File: config.mk
export PLATFORM = sky130hd
export DESIGN_NAME = nvm_protect_unit
export DESIGN_NICKNAME = d
export VERILOG_FILES = /design/src/rtl/nvm_protect_pkg.sv /design/src/rtl/nvm_protect_ctrl.sv /design/src/rtl/nvm_protect_dpath.sv /design/src/rtl/nvm_protect_unit.sv
export SDC_FILE = /design/constraint.sdc
export NUM_CORES = 1
export LEC_CHECK = 0
export ABC_AREA = 1
export BUFFER_PORTS_ARGS = -buffer_cell sky130_fd_sc_hd__buf_4
export CORE_MARGIN = 8
export CORE_UTILIZATION = 34
export CTS_BUF_LIST = sky130_fd_sc_hd__clkbuf_8
export DETAILED_ROUTE_END_ITERATION = 8
export PLACE_DENSITY = 0.77
export SYNTH_ARGS = -nofsm -noshare
export SYNTH_HDL_FRONTEND = slang
export SYNTH_SLANG_ARGS = --single-unit
File: constraint.sdc
create_clock -name clk -period 0.8 [get_ports clk]
set_input_delay 0.08 -clock clk [delete_from_list [all_inputs] [get_ports clk]]
set_output_delay 0.08 -clock clk [all_outputs]
set_load 0.02 [all_outputs]
File: src/rtl/nvm_protect_pkg.sv
package nvm_protect_pkg;

  localparam int ST_PIN_EN = 7;
  localparam int ST_RGN_HI = 3;
  localparam int ST_RGN_LO = 2;
  localparam int ST_LATCH  = 1;
  localparam int ST_BUSY   = 0;

  typedef struct packed {
    logic capture;
    logic commit;
    logic drop;
  } statStrobe_t;

  function automatic logic inRegion(input logic [1:0] rgn, input logic [1:0] topBits);
    logic hit;
    case (rgn)
      2'b00:   hit = 1'b0;
      2'b01:   hit = (topBits == 2'b11);
      2'b10:   hit = topBits[1];
      default: hit = 1'b1;
    endcase
    return hit;
  endfunction

endpackage

File: src/rtl/nvm_protect_ctrl.sv
module nvm_protect_ctrl
  import nvm_protect_pkg::*;
(
  input  logic        clk,
  input  logic        rstN,
  input  logic        selectN,
  input  logic        guardPin,
  input  logic        wrEnable,
  input  logic        statWrReq,
  input  logic        pinEnable,
  output statStrobe_t strobe
);

  typedef enum logic {ST_IDLE, ST_PEND} ctrlState_t;

  ctrlState_t state;
  logic selPrev;
  logic selRise;
  logic pinBlocks;

  assign pinBlocks = pinEnable && !guardPin;
  assign selRise   = selectN && !selPrev;

  always_comb begin
    strobe.capture = statWrReq && !selectN && wrEnable && !pinBlocks;
    strobe.commit  = (state == ST_PEND) && selRise && !pinBlocks;
    strobe.drop    = (state == ST_PEND) && pinBlocks;
  end

  always_ff @(posedge clk or negedge rstN) begin
    if (!rstN) begin
      selPrev <= 1'b1;
      state   <= ST_IDLE;
    end else begin
      selPrev <= selectN;
      if (strobe.capture)
        state <= ST_PEND;
      else if (strobe.commit || strobe.drop || selRise)
        state <= ST_IDLE;
    end
  end

endmodule

File: src/rtl/nvm_protect_dpath.sv
module nvm_protect_dpath
  import nvm_protect_pkg::*;
#(
  parameter int   ADDR_W   = 14,
  parameter logic RESET_EN = 1'b0,
  parameter logic [1:0] RESET_RGN = 2'b00
) (
  input  logic              clk,
  input  logic              rstN,
  input  statStrobe_t       strobe,
  input  logic [7:0]        statWrData,
  input  logic              wrEnable,
  input  logic              cycleBusy,
  input  logic [ADDR_W-1:0] reqAddr,
  output logic              pinEnable,
  output logic              arrayWrOk,
  output logic [7:0]        statusByte
);

  localparam int TOP_LO = ADDR_W - 2;

  logic       shadowEn;
  logic [1:0] shadowRgn;
  logic       enQ;
  logic [1:0] rgnQ;
  logic       unusedBits;

  assign unusedBits = ^{statWrData[6:4], statWrData[1:0], reqAddr[TOP_LO-1:0]};

  always_ff @(posedge clk or negedge rstN) begin
    if (!rstN) begin
      shadowEn  <= 1'b0;
      shadowRgn <= 2'b00;
      enQ       <= RESET_EN;
      rgnQ      <= RESET_RGN;
    end else begin
      if (strobe.capture) begin
        shadowEn  <= statWrData[ST_PIN_EN];
        shadowRgn <= statWrData[ST_RGN_HI:ST_RGN_LO];
      end
      if (strobe.commit) begin
        enQ  <= shadowEn;
        rgnQ <= shadowRgn;
      end
    end
  end

  assign pinEnable = enQ;
  assign arrayWrOk = wrEnable && !inRegion(rgnQ, reqAddr[ADDR_W-1:TOP_LO]);

  always_comb begin
    statusByte = 8'h00;
    statusByte[ST_PIN_EN] = enQ;
    statusByte[ST_RGN_HI:ST_RGN_LO] = rgnQ;
    statusByte[ST_LATCH] = wrEnable;
    statusByte[ST_BUSY] = cycleBusy;
  end

endmodule

File: src/rtl/nvm_protect_unit.sv
module nvm_protect_unit
  import nvm_protect_pkg::*;
#(
  parameter int   ADDR_W   = 14,
  parameter logic RESET_EN = 1'b0,
  parameter logic [1:0] RESET_RGN = 2'b00
) (
  input  logic              clk,
  input  logic              rstN,
  input  logic              selectN,
  input  logic              guardPin,
  input  logic              wrEnable,
  input  logic              cycleBusy,
  input  logic              statWrReq,
  input  logic [7:0]        statWrData,
  input  logic [ADDR_W-1:0] reqAddr,
  output logic              arrayWrOk,
  output logic              statCommit,
  output logic [7:0]        statusByte
);

  statStrobe_t strobe;
  logic        pinEnable;

  nvm_protect_ctrl i_ctrl (
    .clk(clk), .rstN(rstN), .selectN(selectN), .guardPin(guardPin),
    .wrEnable(wrEnable), .statWrReq(statWrReq), .pinEnable(pinEnable),
    .strobe(strobe)
  );

  nvm_protect_dpath #(.ADDR_W(ADDR_W), .RESET_EN(RESET_EN), .RESET_RGN(RESET_RGN)) i_dpath (
    .clk(clk), .rstN(rstN), .strobe(strobe), .statWrData(statWrData),
    .wrEnable(wrEnable), .cycleBusy(cycleBusy), .reqAddr(reqAddr),
    .pinEnable(pinEnable), .arrayWrOk(arrayWrOk), .statusByte(statusByte)
  );

  assign statCommit = strobe.commit;

endmodule

==> results_dict.tcl <==
set metrics [dict create \
    status "finished with violations" \
    violations "setup timing" \
    hold_path_class "input pin to register" \
    grt_pass1_wl_um 1770 \
    critPathCaptureType "output pin" \
    final_cell_mix "13 x nand2_1, 13 x buf_4, 11 x buf_6" \
    wl_um 1090 \
    vdd_drop_max_v 0.00136 \
    yosysWarnings 0 \
    cp_max_fo 4 \
    cts_max_level 1 \
    critPathMaxStageDelay_ns 0.42 \
    timing.final.max_slew_violations 0 \
    slowest_stage "dfrtp_2" \
    arrival_ns 1.09 \
    syn_inst 49 \
    portBuffers 16 \
    power_leakage_nw 0.406 \
    finalNetCount 105 \
    cts_tree "done" \
    avgSynthCellArea_um2 9.09 \
    cp.required_ns 0.72 \
    placementRows 13 \
    yosysUniqueCellTypes 15 \
    synth_top_area_share 0.393 \
    drc 0 \
    grt_pass1_vias 448 \
    clockBufferDepth 2 \
    clock-root-buffer "clkbuf_8" \
    diodes 0 \
    fin_crit_ns 1.17 \
    cp_num_cells 3 \
    synth_area_um2 445 \
    synth_top_cell_by_area "dfrtp_1" \
    finClkSkew_ns 0.00662 \
    netlist_top_cells_area "dfrtp_1 39%, nand2_1 13%, buf_4 10%" \
    reg2reg_depth 4 \
    path_delay_family "flip-flops" \
    utilization 0.589 \
    hold_viol 0 \
    rsz0062_at_grt "yes" \
    drive_above_1_share 0.533 \
    design_power_total_mw 2.09 \
    insertion_delay_ns 0.23 \
    max-cap-violations 0 \
    grtUsageTotal 0.0886 \
    cts_buffers 3 \
    critPathBufInv 1 \
    grt_max_degree 9 \
    cts_sinks 8 \
    powerDensity_mw_per_mm2 2800 \
    drt-initial-drc-count 0 \
    critPathKind "register to output pin" \
    core_area_mm2 0.00127 \
    num_vias 405 \
    overflow 0 \
    antenna_found_initial 0 \
    clk_pin_slew_worst_paths_ns 0.05 \
    wl_per_cell_um 12.1 \
    drt-vias-per-instance 4.50 \
    setup_viol 12 \
    die_area_mm2 0.00272 \
    max_freq_mhz 852 \
    cp-start-kind "register" \
    ys_seq_area_frac 0.452 \
    hpwl_um 742 \
    pin_count 39 \
    syn_to_final_growth_pct 67.7 \
    dr.pass1.iters 1 \
    timing.final.crit_share 1.47 \
    setup_slack_ns -0.374 \
    start_util 0.351 \
    n_fill_cell 112 \
    antenna_left 0 \
    crit_chain "a21o_1, a21boi_4, buf_6" \
    synth_seq_cells 8 \
    hold_depth 3 \
    die_h_um 52.2 \
    fp.dieW_um 52.2 \
    gp_congestion 0.787 \
]
[timing repair]
action | in CTS | in global routing
setup endpoints to repair | 12 | 12
hold buffers | 2 | 0
pin swaps | 3 | 6
endpoints found under the hold margin | 9 | 0
buffers inserted | 4 | 1
gates resized for setup | 13 | 3
[registers in the layout, indices dropped and copies added, names as in the netlist]
| signal | flops |
|---|---|
| i_dpath.pinEnable | 1 |
| i_dpath.rgnQ | 2 |
| i_ctrl.state | 1 |
| i_dpath.shadowRgn | 2 |
| i_dpath.shadowEn | 1 |
| i_ctrl.selPrev | 1 |
[through the flow]
step                      TNS [ns]  cells  hold WS, ns  cell area, um2  worst slack [ns]
after CTS                    -2.26     89        0.112             732            -0.375
after global placement      -0.575     79      -0.0986             584            -0.128
after detailed placement    -0.675     79      -0.0971             584            -0.144
final                        -2.34     90        0.104             747            -0.374
after global routing         -2.75     90        0.123             747            -0.411
after floorplan             -0.277     51       -0.216             468            -0.120
[layer usage]
metal,global-route usage,vias up,share of wire
met4,0.0647,0,0.012
li1,-,201,-
met3,0.0398,2,0.077
met1,0.0726,191,0.35
met5,0,-,0
met2,0.162,11,0.56
[final timing paths]
check | to | startpoint | slack, ns
max | arrayWrOk | i_dpath.rgnQ[1] | -0.37
min | i_dpath.shadowRgn[0] | statWrData[2] | 0.10
max reg2reg | i_dpath.rgnQ[0] | i_ctrl.selPrev | -0.18
min reg2reg | i_dpath.shadowRgn[0] | i_dpath.shadowRgn[0] | 0.48
max in group asynchronous | i_ctrl.selPrev | rstN | 0.38
min in group asynchronous | i_ctrl.state | rstN | 0.21
[synthesized netlist by cell type (all sizes together)]
library cell and n:
nand2 17, dfrtp 7, buf 6, nand4 6, inv 5, nand3 2
a21boi 1, a21o 1, conb 1, dfstp 1, nor2 1, o21ai 1
[cell type report]
class                      instances  area [um2]  share of cell area
multi-input combinational         32         218               0.291
clock buffer                       3        41.3              0.0553
timing repair buffer              26         241               0.323
tap                               15        18.8              0.0251
sequential                         8         203               0.271
clock inverter                     1        3.75             0.00503
inverter                           5        21.3              0.0285
[power by group]
part	total [mW]	switching (mW)	internal [mW]	leakage, nW
Clock	0.494	0.162	0.333	0.0269
Combinational	0.943	0.433	0.510	0.281
Sequential	0.654	0.118	0.536	0.0979
[cells by family (layout without fill, tap and decap cells)]
| family | Yosys count | count (layout) | synth area share |
|---|---|---|---|
| buffers and inverters | 11 | 35 | 0.143 |
| AND/OR/NAND/NOR | 26 | 26 | 0.351 |
| AO/OA/AOI/OAI | 3 | 3 | 0.0449 |
| other | 1 | 3 | 0.00842 |
| flip-flops | 8 | 8 | 0.452 |
[tightest hold or removal path, delay by kind of cell]
kind                   cells  cell delay (ns)
buffers and inverters      1             0.07
and+or+nand+nor            2             0.15
Note: power is estimated with default switching activity, not from simulation.
